## src/rtl/oc_pkg.sv

```systemverilog
package oc_pkg;

  typedef enum logic [2:0] {
    OC_OFF  = 3'b000,
    OC_HIGH = 3'b001,
    OC_LOW  = 3'b010,
    OC_TOG  = 3'b011,
    OC_ONE  = 3'b100,
    OC_CONT = 3'b101,
    OC_PWM  = 3'b110,
    OC_PWMF = 3'b111
  } oc_mode_e;

  function automatic logic oc_is_pwm(input logic [2:0] m);
    return m[2] & m[1];
  endfunction

endpackage

```

## src/rtl/oc_tsel.sv

```systemverilog
module oc_tsel #(
  parameter int TW = 16,
  parameter int NSRC = 2
) (
  input  logic          tsel,
  input  logic [TW-1:0] a_cnt,
  input  logic          a_prd,
  input  logic [TW-1:0] b_cnt,
  input  logic          b_prd,
  output logic [TW-1:0] cnt,
  output logic          prd
);

  logic [TW-1:0] cnt_v [NSRC];
  logic [NSRC-1:0] prd_v;

  assign cnt_v[0] = a_cnt;
  assign cnt_v[1] = b_cnt;
  assign prd_v    = {b_prd, a_prd};

  assign cnt = cnt_v[tsel];
  assign prd = prd_v[tsel];

endmodule

```

## src/rtl/oc_cmp.sv

```systemverilog
module oc_cmp #(
  parameter int TW = 16
) (
  input  logic          clk,
  input  logic          rst,
  input  logic          clr,
  input  logic          load_en,
  input  logic [TW-1:0] cnt,
  input  logic          prd,
  input  logic [TW-1:0] cmp_pri,
  input  logic [TW-1:0] cmp_sec,
  output logic          hit_pri,
  output logic          hit_sec,
  output logic          hit_duty,
  output logic          hit_prd,
  output logic          sec_nz
);

  localparam int NREF = 3;

  logic [TW-1:0]   duty_q;
  logic [TW-1:0]   refv [NREF];
  logic [NREF-1:0] hit;
  logic            prd_q;

  assign refv[0] = cmp_pri;
  assign refv[1] = cmp_sec;
  assign refv[2] = duty_q;

  // rising edge of equality per reference value
  for (genvar g = 0; g < NREF; g++) begin : g_ref
    logic eq;
    logic eq_q;
    assign eq = (cnt == refv[g]);
    always_ff @(posedge clk) begin
      if (rst || clr) eq_q <= 1'b0;
      else            eq_q <= eq;
    end
    assign hit[g] = eq & ~eq_q;
  end

  always_ff @(posedge clk) begin
    if (rst || clr) prd_q <= 1'b0;
    else            prd_q <= prd;
  end

  assign hit_prd  = prd & ~prd_q;
  assign hit_pri  = hit[0];
  assign hit_sec  = hit[1];
  assign hit_duty = hit[2];
  assign sec_nz   = |cmp_sec;

  // active duty shadow, reloaded only on a period event
  always_ff @(posedge clk) begin
    if (rst || clr)              duty_q <= '0;
    else if (load_en && hit_prd) duty_q <= cmp_sec;
  end

  a_r8_duty_reload: assert property (@(posedge clk) disable iff (rst)
    (!clr && load_en && hit_prd) |=> (duty_q == $past(cmp_sec)));

  a_r8_duty_held: assert property (@(posedge clk) disable iff (rst)
    (!clr && !hit_prd) |=> $stable(duty_q));

endmodule

```

## src/rtl/oc_ctrl.sv

```systemverilog
module oc_ctrl
  import oc_pkg::*;
(
  input  logic       clk,
  input  logic       rst,
  input  logic [2:0] mode,
  input  logic       hit_pri,
  input  logic       hit_sec,
  input  logic       hit_duty,
  input  logic       hit_prd,
  input  logic       sec_nz,
  input  logic       fault_n,
  output logic       pin_out,
  output logic       pin_oe,
  output logic       evt_irq,
  output logic       fault_latched
);

  oc_mode_e mode_in;
  oc_mode_e mode_q;
  logic     done_q;
  logic     wr;

  assign mode_in = oc_mode_e'(mode);
  assign wr      = (mode_in != mode_q);

  always_ff @(posedge clk) begin
    if (rst || mode_in == OC_OFF) begin
      mode_q        <= OC_OFF;
      pin_out       <= 1'b0;
      pin_oe        <= 1'b0;
      evt_irq       <= 1'b0;
      fault_latched <= 1'b0;
      done_q        <= 1'b0;
    end else if (wr) begin
      mode_q        <= mode_in;
      pin_out       <= (mode_in == OC_LOW);
      pin_oe        <= 1'b1;
      evt_irq       <= 1'b0;
      fault_latched <= 1'b0;
      done_q        <= 1'b0;
    end else begin
      evt_irq <= 1'b0;
      case (mode_q)
        OC_HIGH: if (hit_pri) begin
          pin_out <= 1'b1;
          evt_irq <= 1'b1;
        end
        OC_LOW: if (hit_pri) begin
          pin_out <= 1'b0;
          evt_irq <= 1'b1;
        end
        OC_TOG: if (hit_pri) begin
          pin_out <= ~pin_out;
          evt_irq <= 1'b1;
        end
        OC_ONE, OC_CONT: if (!done_q) begin
          if (pin_out && hit_sec) begin
            pin_out <= 1'b0;
            evt_irq <= 1'b1;
            if (mode_q == OC_ONE) begin
              done_q <= 1'b1;
              pin_oe <= 1'b0;
            end
          end else if (!pin_out && hit_pri) begin
            pin_out <= 1'b1;
          end
        end
        OC_PWM, OC_PWMF: begin
          evt_irq <= hit_prd;
          if (mode_q == OC_PWMF && (!fault_n || fault_latched)) begin
            pin_out       <= 1'b0;
            fault_latched <= 1'b1;
          end else if (hit_prd) begin
            pin_out <= sec_nz;
          end else if (hit_duty) begin
            pin_out <= 1'b0;
          end
        end
        default: ;
      endcase
    end
  end

  a_r1_off_quiet: assert property (@(posedge clk) disable iff (rst)
    (mode_in == OC_OFF) |=> (!pin_out && !pin_oe && !evt_irq && !fault_latched));

  a_r12_irq_one_cycle: assert property (@(posedge clk) disable iff (rst)
    evt_irq |=> !evt_irq);

  a_r12_pin_gated: assert property (@(posedge clk) disable iff (rst)
    !pin_oe |-> !pin_out);

  a_r10_fault_low: assert property (@(posedge clk) disable iff (rst)
    fault_latched |-> !pin_out);

  a_r10_fault_sticky: assert property (@(posedge clk) disable iff (rst)
    (fault_latched && mode_in == mode_q) |=> fault_latched);

  a_r5_toggle_flips: assert property (@(posedge clk) disable iff (rst)
    (mode_q == OC_TOG && mode_in == OC_TOG && hit_pri) |=> (pin_out != $past(pin_out)));

  a_r6_done_idle: assert property (@(posedge clk) disable iff (rst)
    done_q |-> (!pin_oe && !pin_out));

endmodule

```

## src/rtl/oc_channel.sv

```systemverilog
module oc_channel
  import oc_pkg::*;
#(
  parameter int TW = 16
) (
  input  logic          clk,
  input  logic          rst,
  input  logic [TW-1:0] tmr_a_cnt,
  input  logic          tmr_a_prd,
  input  logic [TW-1:0] tmr_b_cnt,
  input  logic          tmr_b_prd,
  input  logic [TW-1:0] cmp_pri,
  input  logic [TW-1:0] cmp_sec,
  input  logic          tsel,
  input  logic [2:0]    mode,
  input  logic          fault_n,
  output logic          pin_out,
  output logic          pin_oe,
  output logic          evt_irq,
  output logic          fault_latched
);

  logic [TW-1:0] cnt;
  logic          prd;
  logic          hit_pri, hit_sec, hit_duty, hit_prd, sec_nz;
  logic          clr;

  assign clr = (mode == OC_OFF);

  oc_tsel #(.TW(TW), .NSRC(2)) u_tsel (
    .tsel  (tsel),
    .a_cnt (tmr_a_cnt),
    .a_prd (tmr_a_prd),
    .b_cnt (tmr_b_cnt),
    .b_prd (tmr_b_prd),
    .cnt   (cnt),
    .prd   (prd)
  );

  oc_cmp #(.TW(TW)) u_cmp (
    .clk      (clk),
    .rst      (rst),
    .clr      (clr),
    .load_en  (oc_is_pwm(mode)),
    .cnt      (cnt),
    .prd      (prd),
    .cmp_pri  (cmp_pri),
    .cmp_sec  (cmp_sec),
    .hit_pri  (hit_pri),
    .hit_sec  (hit_sec),
    .hit_duty (hit_duty),
    .hit_prd  (hit_prd),
    .sec_nz   (sec_nz)
  );

  oc_ctrl u_ctrl (
    .clk           (clk),
    .rst           (rst),
    .mode          (mode),
    .hit_pri       (hit_pri),
    .hit_sec       (hit_sec),
    .hit_duty      (hit_duty),
    .hit_prd       (hit_prd),
    .sec_nz        (sec_nz),
    .fault_n       (fault_n),
    .pin_out       (pin_out),
    .pin_oe        (pin_oe),
    .evt_irq       (evt_irq),
    .fault_latched (fault_latched)
  );

endmodule

```

## config.mk

```make
export PLATFORM = sky130hd
export DESIGN_NAME = oc_channel
export DESIGN_NICKNAME = d
export VERILOG_FILES = /design/src/rtl/oc_pkg.sv /design/src/rtl/oc_tsel.sv /design/src/rtl/oc_cmp.sv /design/src/rtl/oc_ctrl.sv /design/src/rtl/oc_channel.sv
export SDC_FILE = /design/constraint.sdc
export NUM_CORES = 1
export LEC_CHECK = 0
export BUFFER_PORTS_ARGS = -buffer_cell sky130_fd_sc_hd__buf_2
export CORE_MARGIN = 5
export CORE_UTILIZATION = 26
export CTS_CLUSTER_SIZE = 16
export DETAILED_ROUTE_END_ITERATION = 8
export GPL_TIMING_DRIVEN = 0
export PLACE_DENSITY_LB_ADDON = 0.12
export SLEW_MARGIN = 15
export SYNTH_ARGS = -nofsm -noshare
export SYNTH_HDL_FRONTEND = slang
export SYNTH_SLANG_ARGS = --single-unit
```

## constraint.sdc

```tcl
create_clock -name clk -period 3.8 [get_ports clk]
set_input_delay 1.14 -clock clk [delete_from_list [all_inputs] [get_ports clk]]
set_output_delay 1.14 -clock clk [all_outputs]
set_load 0.1 [all_outputs]
```

==> results.py <==
metrics = {
    "cts": {
        "post_cts_buffers": 0,
        "cts.sinks": 28,
        "cts_hold_buf": 0,
        "h-tree-depth": 1,
        "cts_buffers": 3,
        "clk_latency_ns": 0.27,
        "clock-root-buffer": "clkbuf_8",
        "clk_pin_slew_ns": 0.10,
        "cts-resized-gates": 0,
        "clock_path_buffers": 2,
        "cts_tree": "built",
    },
    "flow_run": {
        "max_cap_violations": 0,
    },
    "worst_setup_path": {
        "path_delay_family": "simple AND/OR/NAND/NOR gates",
        "end_kind": "flip-flop",
        "critical_path.startpoint_type": "primary input",
        "worstPathArrival_ns": 3.33,
        "worstPathRequired_ns": 3.95,
        "cp_max_fo": 10,
        "path_class": "in2reg",
        "crit_chain": "buf_6 -> buf_12 -> mux2i_2 -> xnor2_1 -> nor4_1 -> nand4_1 -> or3_4 -> o41ai_2 -> a41oi_1",
        "cpMaxStageDelayCell": "mux2i_2",
        "crit_buf_inv": 2,
        "cpPeakStageDelay_ns": 0.40,
    },
    "timing": {
        "slew_headroom_pct": 65.43,
        "whs_ns": 0.5307,
        "finClkSkew_ns": 0.007445,
        "min_period_ns": 3.177,
        "setup_viol": 0,
        "finalCritPeriodShare_pct": 83.60,
        "max_freq_ghz": 0.3148,
        "fin_ws_ns": 0.6230,
        "tns_ns": 0,
        "drv_slew": 0,
        "worst_pin_slew_ns": 0.5041,
        "final-hold-violation-count": 0,
        "rsz0062_at_grt": "false",
    },
    "synthesis": {
        "synth_cells": 200,
        "yosys-top-cells-area": "dfxtp_1 (29%), xnor2_1 (23%), mux2i_1 (12%)",
        "synth_top_cells_by_count": "xnor2_1 (51), dfxtp_1 (28), mux2i_1 (24), nor2_1 (24), nor4_1 (17)",
        "synth_nets": 273,
        "synth-seq-cells": 28,
        "synth.most_common_cell": "xnor2_1",
        "yosysWarnings": 0,
        "synth_area_leader_cell": "dfxtp_1",
        "synth_top_area_share_pct": 28.75,
        "yosysSeqAreaShare_pct": 28.75,
        "syn_avg_cell_area_um2": 9.747,
        "ys_types": 33,
        "ys.flop_type": "dfxtp_1",
        "ys_async_sr_fraction_pct": 0,
        "synth-edff-count": 0,
        "syn_area_mm2": 0.001949,
    },
    "detailed_routing": {
        "detail-route-antenna-nets": 0,
        "wl_per_cell_um": 15.02,
        "viasPerCell": 4.545,
        "drt_wl_total_mm": 5.677,
        "drc": 0,
        "first_iter_violations": 36,
        "dr_total_vias": 1718,
        "dr.pass1.iters": 4,
    },
    "die": {
        "core_mm2": 0.007292,
        "start_util_pct": 26.73,
        "die-area_mm2": 0.009330,
        "die_height_um": 96.59,
        "ios": 77,
        "die_w_um": 96.59,
        "rows": 31,
    },
    "placement": {
        "place_congestion": 0.7626,
        "pre_cts_slack_ns": 0.3313,
        "port_buffers": 75,
        "hpwl_mm": 4.828,
    },
    "global_route": {
        "grt_overflow_total": 0,
        "antenna_found_initial": 0,
        "grt_pass1_vias": 1702,
        "grt_max_degree": 17,
        "track_usage_pct": 12.00,
        "grt_pass1_wl_mm": 8.542,
    },
    "min_path": {
        "hp-class": "reg2reg",
    },
    "pwr": {
        "power_density_mw_per_mm2": 301.6,
        "p_leak_nw": 0.9369,
        "ir_worst_vdd_v": 0.0001924,
        "p_total_mw": 0.7601,
    },
    "finish": {
        "num_antenna_cells": 0,
        "fin_util_pct": 34.56,
        "area_growth_pct": 29.27,
        "nFillCells": 796,
        "regArea_um2": 560.5,
        "multi_input_area_mm2": 0.001318,
        "final_nets": 353,
        "drive_above_1_share_pct": 34.41,
    },
    "status": {
        "status": "finished, final reports clean",
    },
}
==> worst min-delay path, stage by stage, from the launching register on <==
cell and delay, ns:
dfxtp_1 0.36, mux2i_1 0.07, nor2_1 0.07
==> worst paths after layout <==
path	cells past startpoint	to	slack, ns	start
max	9	u_ctrl.pin_oe	0.62	tsel
min	2	u_cmp.duty_q[7]	0.53	u_cmp.duty_q[7]
max reg2reg	6	u_cmp.duty_q[6]	1.92	u_cmp.prd_q
min reg2reg	2	u_cmp.duty_q[7]	0.53	u_cmp.duty_q[7]
==> kinds of logic (layout without fill, tap and decap cells) <==
logic type,count (synthesis),in the layout,share of synthesized area [%]
xor gates and xnor gates,51,51,22.91
AOI/OAI and AO/OA,15,15,6.675
buffers and inverters,12,91,3.659
and+or+nand+nor,61,61,16.17
DFF,28,28,28.75
muxes,33,33,21.82
==> sequential cells by signal, summed over array words and instances, names as in the netlist <==
| name | count |
|---|---|
| u_cmp.duty_q | 16 |
| u_ctrl.pin_oe | 1 |
| u_ctrl.done_q | 1 |
| u_ctrl.pin_out | 1 |
| u_ctrl.fault_latched | 1 |
| u_ctrl.evt_irq | 1 |
| u_cmp.prd_q | 1 |
| u_cmp.g_ref.eq_q | 3 |
| u_ctrl.mode_q | 3 |
==> routing by layer <==
metal  up-vias  share of wire [%]  GRT usage (%)
met2        43                 46          20.40
met4         0               0.95          2.804
met1       801                 47          16.07
met3         2                5.9          1.627
met5         -                  0              0
li1        872                  -              -
==> cell usage in the layout, fill, tap and decap left out, types with 2 or more instances in the layout <==
master,count
nor3_1,4
and3_1,3
a31oi_1,2
buf_2,77
inv_1,3
xnor2_1,51
clkbuf_1,5
a41oi_1,2
clkbuf_8,3
mux2i_1,24
nand4_1,4
mux2i_2,2
nand2_1,2
mux2i_4,7
dfxtp_1,28
nor4_1,17
nor2b_1,3
nor2_1,24
o311ai_1,2
==> where the power goes <==
group | switching (mW) | internal, mW
logic | 0.112 | 0.106
registers | 0.00585 | 0.302
clock network | 0.0934 | 0.141
total | 0.211 | 0.549
==> layout make-up <==
class | instances | share of cell area [%]
Tap cell | 99 | 4.916
Timing Repair Buffer | 75 | 14.90
Inverter | 3 | 0.4469
Clock buffer | 3 | 1.639
Clock inverter | 1 | 1.192
Sequential cell | 28 | 22.24
Buffer | 9 | 2.383
Multi-Input combinational cell | 160 | 52.28
==> stage by stage <==
stage                     cell area (µm²)  cells
after floorplan                      1949    200
after global placement               2449    374
after detailed placement             2449    374
after CTS                            2520    378
after global routing                 2520    378
final                                2520    378
No activity file was read; power rests on OpenSTA's default activity.
